--- config.mk ---
export PLATFORM = sky130hd
export DESIGN_NAME = octal_dac_ctrl
export DESIGN_NICKNAME = d
export VERILOG_FILES = /design/src/rtl/octdac_pkg.sv /design/src/rtl/octdac_sync.sv /design/src/rtl/octdac_frame_rx.sv /design/src/rtl/octdac_echo.sv /design/src/rtl/octal_dac_ctrl.sv
export SDC_FILE = /design/constraint.sdc
export NUM_CORES = 1
export LEC_CHECK = 0
export BUFFER_PORTS_ARGS = -buffer_cell sky130_fd_sc_hd__buf_2
export CORE_UTILIZATION = 50
export CTS_BUF_LIST = sky130_fd_sc_hd__clkbuf_16
export DETAILED_ROUTE_END_ITERATION = 16
export GPL_TIMING_DRIVEN = 0
export PLACE_DENSITY_LB_ADDON = 0.3
export SYNTH_ARGS = -nofsm -noshare
export SYNTH_HDL_FRONTEND = slang
export SYNTH_HIERARCHICAL = 1
export SYNTH_SLANG_ARGS = --single-unit
export TNS_END_PERCENT = 10
--- constraint.sdc ---
create_clock -name clk -period 2.55 [get_ports clk]
set_clock_uncertainty 0.1 [all_clocks]
set_input_delay 0.6375 -clock clk [delete_from_list [all_inputs] [get_ports clk]]
set_output_delay 0.6375 -clock clk [all_outputs]
set_load 0.005 [all_outputs]
--- src/rtl/octdac_pkg.sv ---
package octdac_pkg;
  localparam int unsigned WORD_W    = 16;
  localparam int unsigned ADDR_W    = 4;
  localparam int unsigned DATA_W    = 12;
  localparam int unsigned NCH       = 8;
  localparam int unsigned NPAIR     = NCH / 2;
  localparam int unsigned PAIR_BASE = NCH;
  localparam int unsigned ECHO_LAG  = WORD_W;

  localparam logic [ADDR_W-1:0] ADDR_PRESET = ADDR_W'(12);
  localparam logic [ADDR_W-1:0] ADDR_CTRL0  = ADDR_W'(13);
  localparam logic [ADDR_W-1:0] ADDR_CTRL1  = ADDR_W'(14);

  localparam int unsigned C0_PD_BIT   = 4;
  localparam int unsigned C0_ECHO_BIT = 3;
  localparam int unsigned C0_TWOS_BIT = 0;

  typedef logic [DATA_W-1:0] code_t;

  // Keeps the top res bits of a code
  function automatic code_t res_mask(input int unsigned res);
    code_t m;
    m = '1;
    m = m << (DATA_W - res);
    return m;
  endfunction

  // Masks to resolution, then maps two's complement to offset binary
  function automatic code_t to_offset(input code_t raw, input logic twos,
                                      input int unsigned res);
    code_t c;
    c = raw & res_mask(res);
    if (twos) c[DATA_W-1] = ~c[DATA_W-1];
    return c;
  endfunction

  // Complement inside the active resolution
  function automatic code_t partner(input code_t c, input int unsigned res);
    return ~c & res_mask(res);
  endfunction
endpackage

--- src/rtl/octdac_sync.sv ---
module octdac_sync #(
  parameter logic RST_VAL = 1'b0
) (
  input  logic clk,
  input  logic rst_n,
  input  logic d_in,
  output logic q_out
);
  logic meta;
  always_ff @(posedge clk or negedge rst_n) begin
    if (!rst_n) begin
      meta  <= RST_VAL;
      q_out <= RST_VAL;
    end else begin
      meta  <= d_in;
      q_out <= meta;
    end
  end
endmodule

--- src/rtl/octdac_frame_rx.sv ---
module octdac_frame_rx #(
  parameter int unsigned WORD_W = 16
) (
  input  logic              clk,
  input  logic              rst_n,
  input  logic              din,
  input  logic              fs_n,
  output logic              frame_fire,
  output logic [WORD_W-1:0] frame_word
);
  localparam int unsigned CNT_W = $clog2(WORD_W + 1);
  localparam logic [CNT_W-1:0] LAST = CNT_W'(WORD_W - 1);
  localparam logic [CNT_W-1:0] FULL = CNT_W'(WORD_W);

  logic [WORD_W-2:0] shreg;
  logic [CNT_W-1:0]  bit_cnt;

  always_ff @(posedge clk or negedge rst_n) begin
    if (!rst_n) begin
      shreg   <= '0;
      bit_cnt <= '0;
    end else if (fs_n) begin
      bit_cnt <= '0;
    end else if (bit_cnt != FULL) begin
      shreg   <= {shreg[WORD_W-3:0], din};
      bit_cnt <= bit_cnt + 1'b1;
    end
  end

  assign frame_fire = !fs_n && (bit_cnt == LAST);
  assign frame_word = {shreg, din};
endmodule

--- src/rtl/octdac_echo.sv ---
module octdac_echo #(
  parameter int unsigned DEPTH = 16
) (
  input  logic clk,
  input  logic rst_n,
  input  logic din,
  output logic tap
);
  logic [DEPTH-1:0] line;
  always_ff @(posedge clk or negedge rst_n) begin
    if (!rst_n) line <= '0;
    else        line <= {line[DEPTH-2:0], din};
  end
  assign tap = line[DEPTH-1];
endmodule

--- src/rtl/octal_dac_ctrl.sv ---
module octal_dac_ctrl import octdac_pkg::*; #(
  parameter int unsigned RES = 12
) (
  input  logic                   clk,
  input  logic                   rst_n,
  input  logic                   din,
  input  logic                   fs_n,
  input  logic                   ldac,
  input  logic                   pre_n,
  output logic                   dout,
  output logic [NCH*DATA_W-1:0]  dac_code,
  output logic                   pd_all,
  output logic [NPAIR-1:0]       pair_pd,
  output logic [NPAIR-1:0]       pair_fast
);
  logic              frame_fire;
  logic [WORD_W-1:0] frame_word;
  logic [ADDR_W-1:0] frame_addr;
  code_t             frame_data, conv_code, comp_code;

  logic ldac_s, ldac_d, pre_s, load_evt, echo_tap;
  logic twos_q, echo_en_q, pd_q;
  logic [2*NPAIR-1:0] ctrl1_q;
  code_t preset_q;
  code_t in_q  [NCH];
  code_t dac_q [NCH];
  logic [NCH-1:0] ch_wr;
  code_t ch_wdata [NCH];
  logic [NCH*DATA_W-1:0] in_flat;

  octdac_frame_rx #(.WORD_W(WORD_W)) u_rx (
    .clk(clk), .rst_n(rst_n), .din(din), .fs_n(fs_n),
    .frame_fire(frame_fire), .frame_word(frame_word)
  );

  octdac_sync #(.RST_VAL(1'b0)) u_sync_ldac (
    .clk(clk), .rst_n(rst_n), .d_in(ldac), .q_out(ldac_s)
  );
  octdac_sync #(.RST_VAL(1'b1)) u_sync_pre (
    .clk(clk), .rst_n(rst_n), .d_in(pre_n), .q_out(pre_s)
  );

  octdac_echo #(.DEPTH(ECHO_LAG)) u_echo (
    .clk(clk), .rst_n(rst_n), .din(din), .tap(echo_tap)
  );

  assign frame_addr = frame_word[WORD_W-1 -: ADDR_W];
  assign frame_data = frame_word[DATA_W-1:0];
  assign conv_code  = to_offset(frame_data, twos_q, RES);
  assign comp_code  = partner(conv_code, RES);

  always_ff @(posedge clk or negedge rst_n) begin
    if (!rst_n) ldac_d <= 1'b0;
    else        ldac_d <= ldac_s;
  end
  assign load_evt = ldac_s & ~ldac_d;

  // Per-channel write decode: own address, or the pair address
  for (genvar g = 0; g < NCH; g++) begin : g_wr
    assign ch_wr[g] = frame_fire &&
                      ((frame_addr == ADDR_W'(g)) ||
                       (frame_addr == ADDR_W'(PAIR_BASE + g / 2)));
    if ((g % 2) == 0) begin : g_first
      assign ch_wdata[g] = conv_code;
    end else begin : g_second
      assign ch_wdata[g] = (frame_addr == ADDR_W'(g)) ? conv_code : comp_code;
    end
    assign in_flat[g*DATA_W +: DATA_W]  = in_q[g];
    assign dac_code[g*DATA_W +: DATA_W] = dac_q[g];
  end

  always_ff @(posedge clk or negedge rst_n) begin
    if (!rst_n) begin
      for (int ch = 0; ch < NCH; ch++) in_q[ch] <= '0;
    end else begin
      for (int ch = 0; ch < NCH; ch++)
        if (ch_wr[ch]) in_q[ch] <= ch_wdata[ch];
    end
  end

  always_ff @(posedge clk or negedge rst_n) begin
    if (!rst_n) begin
      preset_q  <= '0;
      twos_q    <= 1'b0;
      echo_en_q <= 1'b0;
      pd_q      <= 1'b0;
      ctrl1_q   <= '0;
    end else if (frame_fire) begin
      case (frame_addr)
        ADDR_PRESET: preset_q <= conv_code;
        ADDR_CTRL0: begin
          pd_q      <= frame_data[C0_PD_BIT];
          echo_en_q <= frame_data[C0_ECHO_BIT];
          twos_q    <= frame_data[C0_TWOS_BIT];
        end
        ADDR_CTRL1: ctrl1_q <= frame_data[2*NPAIR-1:0];
        default: ;
      endcase
    end
  end

  always_ff @(posedge clk or negedge rst_n) begin
    if (!rst_n) begin
      for (int ch = 0; ch < NCH; ch++) dac_q[ch] <= '0;
    end else if (load_evt) begin
      for (int ch = 0; ch < NCH; ch++)
        dac_q[ch] <= pre_s ? in_q[ch] : preset_q;
    end
  end

  assign dout      = echo_en_q & echo_tap;
  assign pd_all    = pd_q;
  assign pair_pd   = ctrl1_q[2*NPAIR-1:NPAIR];
  assign pair_fast = ctrl1_q[NPAIR-1:0];
endmodule

==> run_summary.xml, run 1 <==
<?xml version="1.0" encoding="UTF-8"?>
<metrics>
  <group name="critical_path">
    <metric name="cp.required" unit="ps">2860</metric>
    <metric name="regToRegStartpoint" unit="">u_rx/bit_cnt[1]</metric>
    <metric name="register_to_register_path_depth" unit="">7</metric>
    <metric name="worst-r2r-setup-slack" unit="ps">70</metric>
    <metric name="setup.worst_path.class" unit="">register to register</metric>
    <metric name="critPathLaunchType" unit="">register</metric>
    <metric name="critical_path.endpoint_type" unit="">register</metric>
    <metric name="crit_arrival" unit="ps">2800</metric>
    <metric name="critical_path_peak_fanout" unit="">10</metric>
    <metric name="timing.rr.end" unit="">in_flat[4]</metric>
  </group>
  <group name="die">
    <metric name="dieWidth" unit="um">148</metric>
    <metric name="placeableCoreArea" unit="sq um">21000</metric>
    <metric name="design.die.area" unit="sq um">21900</metric>
    <metric name="start_util" unit="%">50.8</metric>
    <metric name="ios" unit="">112</metric>
    <metric name="num_rows" unit="">53</metric>
    <metric name="y_dimension_of_the_die" unit="um">148</metric>
  </group>
  <group name="final_layout">
    <metric name="final_cell_area" unit="sq um">12500</metric>
    <metric name="final_layout_size_suffix_gt1_share" unit="%">31.8</metric>
    <metric name="number_of_nets_in_the_finished_design" unit="">1024</metric>
    <metric name="insertedDiodeCount" unit="">0</metric>
    <metric name="layout-area-overhead-vs-synth" unit="%">17.1</metric>
    <metric name="layout.core_utilization" unit="%">59.6</metric>
  </group>
  <group name="synth">
    <metric name="synth_top_area_cell" unit="">dfrtp_1</metric>
    <metric name="synth_fp_nets" unit="">879</metric>
    <metric name="post_synth_inst_count" unit="">870</metric>
    <metric name="synth-seq-area-share" unit="%">60.1</metric>
    <metric name="postSynthAreaPerCell" unit="sq um">12.2</metric>
    <metric name="synthesis.yosys.warnings" unit="">6</metric>
    <metric name="synthTopCellsByArea" unit="">dfrtp_1 60%, mux2_2 12%, a21oi_1 4.6%</metric>
    <metric name="cell_area_after_synthesis" unit="sq um">10700</metric>
    <metric name="yosysTopAreaCellShare" unit="%">59.7</metric>
    <metric name="synthDistinctLibCells" unit="">42</metric>
    <metric name="number_of_synthesized_register_bits" unit="">256</metric>
  </group>
  <group name="drt">
    <metric name="routed-via-count" unit="">7108</metric>
    <metric name="routed_wire_length_per_instance" unit="um">19.9</metric>
    <metric name="route.antenna.remaining_nets" unit="">0</metric>
    <metric name="drtPass1Iterations" unit="">5</metric>
    <metric name="avgViaCountPerCell" unit="">5.43</metric>
    <metric name="drc_violation_total_after_the_first_tritonroute_iteration" unit="">417</metric>
    <metric name="route.final.wire_length" unit="mm">26.0</metric>
    <metric name="drcViolationCount" unit="">0</metric>
  </group>
  <group name="clocking">
    <metric name="max-clock-path-buffers" unit="">3</metric>
    <metric name="cts_num_sinks" unit="">256</metric>
    <metric name="tritoncts" unit="">built</metric>
    <metric name="clk_root_buffer_cell" unit="">clkbuf_16</metric>
    <metric name="cts_max_level" unit="">1</metric>
    <metric name="clk_latency" unit="ps">530</metric>
    <metric name="clk_pin_slew" unit="ps">60</metric>
    <metric name="total_clock_buffers_created_by_cts" unit="">27</metric>
  </group>
  <group name="grt">
    <metric name="wire_length_of_the_first_global_routing_pass" unit="mm">40.7</metric>
    <metric name="globalRoute.totalOverflow" unit="">0</metric>
    <metric name="grt_start_max_net_pins" unit="">116</metric>
    <metric name="grt_pass1_vias" unit="">7195</metric>
    <metric name="antenna_found_initial" unit="">0</metric>
    <metric name="globalRouteTotalUtil" unit="%">24.5</metric>
  </group>
  <group name="place">
    <metric name="place_hpwl" unit="mm">16.7</metric>
    <metric name="io_buffers" unit="">111</metric>
    <metric name="placement.setup.worst_slack" unit="ps">-471</metric>
    <metric name="place.gp.congestion" unit="">0.783</metric>
    <metric name="detailed_place.area" unit="sq um">11600</metric>
  </group>
  <group name="sta">
    <metric name="finalSetupTns" unit="ps">0</metric>
    <metric name="slew_headroom" unit="%">31.3</metric>
    <metric name="finalHoldViolCount" unit="">0</metric>
    <metric name="finalCriticalPeriod" unit="ps">2480</metric>
    <metric name="period_utilization" unit="%">97.4</metric>
    <metric name="setup_violations" unit="">0</metric>
    <metric name="final_max_slew_viol_count" unit="">0</metric>
    <metric name="rsz_0062_raised_after_global_routing" unit="">true</metric>
    <metric name="tightestPinTransition" unit="ps">1030</metric>
    <metric name="layout_setup_ws" unit="ps">66.6</metric>
    <metric name="worst_hold_slack" unit="ps">109</metric>
    <metric name="clock.fmax" unit="MHz">403</metric>
  </group>
  <group name="pwr">
    <metric name="p_leak" unit="nW">6.06</metric>
    <metric name="pd_cells" unit="nW/um^2">759</metric>
    <metric name="worst_ir_drop_vdd" unit="V">0.000457</metric>
  </group>
  <group name="min_path">
    <metric name="holdCritStartpoint" unit="">ldac</metric>
    <metric name="worstHoldEndpoint" unit="">u_sync_ldac/meta</metric>
    <metric name="hold_class" unit="">primary input to register</metric>
    <metric name="holdPathStages" unit="">1</metric>
  </group>
  <group name="flow_run">
    <metric name="max_cap_viol_count" unit="">0</metric>
  </group>
  <group name="outcome">
    <metric name="outcome" unit="">completed</metric>
  </group>
</metrics>
cell type report:
type / instances / area, sq um
fillers: 1746 / 8470
plain buffers: 76 / 382
inverters: 4 / 15.0
repair buffers: 116 / 646
clock buffers: 27 / 676
multi-input cells: 534 / 3890
clock inverters: 21 / 118
flip-flops and latches: 256 / 6410
well taps: 275 / 344
synth_stat cells (all sizes together):
| library cell | count |
|---|---|
| a21oi | 100 |
| buf | 36 |
| dfrtp | 254 |
| and2 | 1 |
| or3b | 2 |
| nor3 | 1 |
| clkbuf | 40 |
| nor4b | 2 |
| or3 | 2 |
| nor4bb | 1 |
| dfstp | 2 |
| nor3b | 4 |
| nand3b | 2 |
| and3 | 1 |
| mux2i | 1 |
| nor2b | 14 |
| nand2b | 2 |
| nor2 | 6 |
| nand4b | 1 |
| nand2 | 97 |
| inv | 4 |
| nand3 | 3 |
| o21ai | 98 |
| mux2 | 133 |
| xor2 | 13 |
| xnor2 | 43 |
| ha | 3 |
| and3b | 1 |
| and4bb | 3 |
logic make-up (layout without fill, tap and decap cells):
family	Yosys count	count (layout)	share of synthesized area, %
buffers and inverters	80	244	3.62
adders and majority gates	3	3	0.352
muxes	134	134	14.9
DFF	256	256	60.1
and+or+nand+nor	143	143	7.02
AOI/OAI and AO/OA	198	198	9.41
xor gates and xnor gates	56	56	4.60
timing repair:
item,CTS,global route
hold buffers,1,0
endpoints found under the hold margin,42,0
endpoints found under the setup margin,113,55
resized for setup,4,6
setup buffers,0,2
pin swaps,0,1
worst max-delay path: stages, from the launching register on:
cell,delay [ps]
dfrtp_1,390
ha_2,200
and3_1,160
ha_1,150
nor2b_4,340
nor4b_4,460
buf_6,220
mux2_2,350
cell usage in the layout, fill, tap and decap left out, types with 2 or more instances in the layout:
cell type and count:
dfrtp_1 254, buf_16 2, inv_1 9, clkbuf_1 39
mux2_4 20, o21ai_0 97, a21oi_2 2, mux2_2 113
dfstp_2 2, nor4b_4 2, nand3b_1 2, nor3b_2 2
buf_6 6, buf_4 11, buf_1 10, xnor2_1 43
clkinv_2 3, ha_1 2, nand3_1 2, or3b_2 2
nor2b_1 13, buf_2 120, or3_4 2, clkinv_1 10
xor2_1 13, clkbuf_16 27, nor2_1 5, nand2_1 97
a21oi_1 98
sequential cells by signal, summed over array words and instances, names as in the netlist:
register / flops
dac_code: 96
u_sync_ldac/meta: 1
in_flat: 96
ldac_d: 1
u_sync_ldac/q_out: 1
u_sync_pre/q_out: 1
u_sync_pre/meta: 1
ctrl1_q: 8
u_echo/line: 16
twos_q: 1
u_rx/bit_cnt: 5
u_rx/shreg: 15
echo_en_q: 1
preset_q: 12
pd_all: 1
report_power, final:
| group | switching [mW] | leakage [nW] | internal, mW |
|---|---|---|---|
| combinational | 0.965 | 2.16 | 0.635 |
| sequential | 0.129 | 3.49 | 4.18 |
| clock | 1.55 | 0.406 | 2.01 |
| total | 2.65 | 6.06 | 6.82 |
metal layers:
| layer | up-vias | wire (um) | track usage [%] |
|---|---|---|---|
| met5 | - | 0 | 0 |
| li1 | 3261 | - | - |
| met1 | 3619 | 11600 | 34.2 |
| met3 | 39 | 1370 | 3.95 |
| met2 | 189 | 12500 | 39.2 |
| met4 | 0 | 590 | 7.68 |
metrics by stage:
| stage | power [mW] | cells |
|---|---|---|
| 2_1_floorplan | 5.44 | 870 |
| 3_3_place_gp | 5.90 | 1256 |
| 3_5_place_dp | 5.95 | 1258 |
| 4_1_cts | 9.51 | 1307 |
| 5_1_grt | 9.81 | 1309 |
| 6_report | 9.47 | 1309 |
worst max path at each step:
stage,from,endpoint,slack [ps],cells past startpoint
floorplan,u_rx/bit_cnt[1],in_flat[13],100,8
global placement,rst_n,dac_code[86],-3850,1
detailed placement,u_rx/bit_cnt[1],in_flat[9],-470,7
CTS,u_rx/bit_cnt[1],in_flat[18],50,8
global route,u_rx/bit_cnt[1],ctrl1_q[3],-30,7
finish,u_rx/bit_cnt[1],in_flat[4],70,7
(Power assumes the default switching activity.)
==> run 2, diff against run 1 <==
- ABC_AREA: default -> 1
==> run 2 against run 1 <==
Compared with the run above:
- hold slack better by 6.8 ps
- register-to-register slack improved by 20 ps
- sequential share of layout area grew 0.28 points
- clock-buffer cell count unchanged
- clock power down 2%
- critical path depth fell by 2
==> run_summary.xml, run 2 <==
<?xml version="1.0" encoding="UTF-8"?>
<metrics>
  <group name="clocking">
    <metric name="cts_num_sinks" unit="">256</metric>
    <metric name="clk_root_buffer_cell" unit="">clkbuf_16</metric>
    <metric name="cts_max_level" unit="">1</metric>
    <metric name="clk_latency" unit="ps">530</metric>
    <metric name="tritoncts" unit="">built</metric>
    <metric name="max-clock-path-buffers" unit="">3</metric>
    <metric name="cts_post_setup_buffers_inserted" unit="">0</metric>
    <metric name="clk_pin_slew" unit="ps">60</metric>
    <metric name="total_clock_buffers_created_by_cts" unit="">26</metric>
  </group>
  <group name="drt">
    <metric name="route.antenna.remaining_nets" unit="">0</metric>
    <metric name="wl_met1" unit="mm">12.9</metric>
    <metric name="routed.top_layer" unit="">met4</metric>
    <metric name="route.final.wire_length" unit="mm">30.3</metric>
    <metric name="drc_violation_total_after_the_first_tritonroute_iteration" unit="">782</metric>
    <metric name="drtPass1Iterations" unit="">6</metric>
    <metric name="drcViolationCount" unit="">0</metric>
    <metric name="routed_wire_length_per_instance" unit="um">18.3</metric>
    <metric name="route.met2.wl" unit="mm">13.7</metric>
    <metric name="routed-via-count" unit="">9047</metric>
    <metric name="avgViaCountPerCell" unit="">5.47</metric>
    <metric name="route.met3.wl" unit="mm">1.98</metric>
  </group>
  <group name="place">
    <metric name="detailed_place.area" unit="sq um">11600</metric>
    <metric name="placement.setup.worst_slack" unit="ps">32.5</metric>
    <metric name="place.gp.congestion" unit="">0.931</metric>
    <metric name="io_buffers" unit="">111</metric>
    <metric name="place_hpwl" unit="mm">19.8</metric>
  </group>
  <group name="sta">
    <metric name="period_utilization" unit="%">96.7</metric>
    <metric name="layout_setup_ws" unit="ps">83.6</metric>
    <metric name="rsz_0062_raised_after_global_routing" unit="">false</metric>
    <metric name="setup_violations" unit="">0</metric>
    <metric name="clock.fmax" unit="MHz">405</metric>
    <metric name="tightestPinTransition" unit="ps">1410</metric>
    <metric name="slew_headroom" unit="%">5.96</metric>
    <metric name="final_max_slew_viol_count" unit="">0</metric>
    <metric name="finalCriticalPeriod" unit="ps">2470</metric>
    <metric name="finalHoldViolCount" unit="">0</metric>
  </group>
  <group name="grt">
    <metric name="grt_pass1_vias" unit="">8419</metric>
    <metric name="wire_length_of_the_first_global_routing_pass" unit="mm">47.1</metric>
    <metric name="globalRouteTotalUtil" unit="%">28.6</metric>
    <metric name="globalRoute.totalOverflow" unit="">0</metric>
    <metric name="antenna_found_initial" unit="">0</metric>
    <metric name="grt_start_max_net_pins" unit="">122</metric>
  </group>
  <group name="final_layout">
    <metric name="mostFrequentLayoutCell" unit="">nand2_1</metric>
    <metric name="final_cell_area" unit="sq um">12400</metric>
    <metric name="fillers" unit="">1755</metric>
    <metric name="final_layout_size_suffix_gt1_share" unit="%">15.1</metric>
    <metric name="layout-area-overhead-vs-synth" unit="%">16.9</metric>
    <metric name="insertedDiodeCount" unit="">0</metric>
    <metric name="mostFrequentLayoutCells" unit="">528 x nand2_1, 254 x dfrtp_1, 196 x a21oi_1</metric>
    <metric name="number_of_nets_in_the_finished_design" unit="">1379</metric>
  </group>
  <group name="min_path">
    <metric name="hold_class" unit="">primary input to register</metric>
    <metric name="holdCritStartpoint" unit="">pre_n</metric>
  </group>
  <group name="die">
    <metric name="num_rows" unit="">52</metric>
    <metric name="design.die.area" unit="sq um">21800</metric>
    <metric name="start_util" unit="%">51.8</metric>
    <metric name="dieWidth" unit="um">148</metric>
    <metric name="y_dimension_of_the_die" unit="um">148</metric>
    <metric name="placeableCoreArea" unit="sq um">20500</metric>
    <metric name="ios" unit="">112</metric>
  </group>
  <group name="critical_path">
    <metric name="setup.worst_path.class" unit="">register to register</metric>
    <metric name="critPathLaunchType" unit="">register</metric>
    <metric name="critical_path.endpoint_type" unit="">register</metric>
    <metric name="cpPeakStageDelay" unit="ps">1090</metric>
    <metric name="crit_arrival" unit="ps">2700</metric>
    <metric name="critical_path_peak_fanout" unit="">10</metric>
    <metric name="regToRegStartpoint" unit="">u_sync_ldac/q_out</metric>
    <metric name="cp.required" unit="ps">2790</metric>
    <metric name="critPathSlowestCell" unit="">a21oi_1</metric>
    <metric name="crit_path_cell_trace" unit="">buf_2, nand2_1, buf_2, a21oi_1, a21oi_1</metric>
    <metric name="startpoint_of_the_worst_setup_timing_path" unit="">u_sync_ldac/q_out</metric>
  </group>
  <group name="synth">
    <metric name="yosysTopAreaCellShare" unit="%">59.9</metric>
    <metric name="synth_enable_flop_cells" unit="">0</metric>
    <metric name="postSynthAreaPerCell" unit="sq um">8.65</metric>
    <metric name="synth_top_area_cell" unit="">dfrtp_1</metric>
    <metric name="synth_fp_nets" unit="">1236</metric>
    <metric name="cell_area_after_synthesis" unit="sq um">10600</metric>
    <metric name="synth_flop_cell" unit="">dfrtp_1</metric>
    <metric name="post_synth_inst_count" unit="">1227</metric>
    <metric name="asyncSetResetFlopFracSynth" unit="%">100</metric>
    <metric name="synthDistinctLibCells" unit="">27</metric>
    <metric name="synth-seq-area-share" unit="%">60.4</metric>
    <metric name="synthTopCellsByArea" unit="">dfrtp_1 60%, nand2_1 19%, a21oi_1 9.7%</metric>
    <metric name="synth_top_cells_by_count" unit="">530 x nand2_1, 254 x dfrtp_1, 205 x a21oi_1</metric>
    <metric name="synthMostInstantiatedCell" unit="">nand2_1</metric>
    <metric name="number_of_synthesized_register_bits" unit="">256</metric>
    <metric name="synthesis.yosys.warnings" unit="">6</metric>
  </group>
  <group name="pwr">
    <metric name="p_leak" unit="nW">6.31</metric>
    <metric name="p_total" unit="mW">9.15</metric>
    <metric name="pd_cells" unit="nW/um^2">737</metric>
    <metric name="worst_ir_drop_vdd" unit="V">0.000499</metric>
  </group>
  <group name="flow_run">
    <metric name="max_cap_viol_count" unit="">0</metric>
  </group>
  <group name="outcome">
    <metric name="outcome" unit="">completed</metric>
  </group>
</metrics>
run 2: cell types whose count changed after synthesis, sizes merged, moves of 3 or more:
| cell | delta |
|---|---|
| nor2b | -14 |
| and4bb | -3 |
| xnor2 | -41 |
| nor3b | -4 |
| xor2 | -12 |
| inv | +27 |
| a21oi | +106 |
| nor2 | +8 |
| nand2 | +437 |
| clkbuf | -5 |
| o21ai | -49 |
| nand3 | +53 |
| mux2 | -133 |
run 2: through the flow:
stage | hold WS, ps | utilization [%] | setup TNS [ps] | cells
2_1_floorplan | 231 | - | 0 | 1227
3_3_place_gp | 235 | 56.1 | -950770 | 1608
3_5_place_dp | 236 | 56.7 | 0 | 1611
4_1_cts | 107 | 60.4 | 0 | 1654
5_1_grt | 104 | 60.6 | 0 | 1654
6_report | 116 | 60.6 | 0 | 1654
run 2: repair_timing:
item	4_1_cts	5_1_grt
hold buffers	1	0
endpoints found under the hold margin	16	0
gates resized for setup	0	7
endpoints found under the setup margin	0	31
run 2: report_power, final:
part	internal, mW	leakage (nW)	switching (mW)
Combinational	0.363	2.58	0.750
Clock	1.98	0.397	1.50
Sequential	4.30	3.33	0.254
Total	6.65	6.31	2.51
run 2: area by class of cell:
type                    instances  area, sq um  area share, %
flip-flops and latches        256         6410           51.6
multi-input cells             868         3800           30.6
clock buffers                  27          676           5.44
repair buffers                115          642           5.17
plain buffers                  71          339           2.73
well taps                     270          338           2.72
inverters                      32          120          0.968
clock inverters                15         87.6          0.706
run 2: cell families (layout without fill, tap and decap cells):
logic type / count (synthesis) / in the layout / synth area share, %
buffers and inverters: 103 / 260 / 4.30
AO/OA/AOI/OAI: 255 / 255 / 12.1
XOR/XNOR: 3 / 3 / 0.248
flip-flops: 256 / 256 / 60.4
adder cells (fa/ha/maj): 3 / 3 / 0.354
AND/OR/NAND/NOR: 607 / 607 / 22.6
run 2: per-layer routing:
layer	up-vias	track usage [%]
li1	4251	-
met4	0	14.1
met5	-	0
met1	4354	40.0
met3	87	4.23
met2	355	43.8
run 2: worst paths after layout:
check                             endpoint  cells after the start  slack (ps)
max in group asynchronous     dac_code[15]                      3        1080
max                           dac_code[37]                      5          80
max reg2reg                   dac_code[37]                      5          80
min reg2reg                 u_echo/line[4]                      0         240
min                        u_sync_pre/meta                      1         120
min in group asynchronous     dac_code[77]                      2         430
run 2: worst max-delay path, delay by kind of cell (launching register included):
family	cells	cell delay [ps]
compound gates	2	1240
simple gates	1	120
flops	1	360
buf+inv	2	450
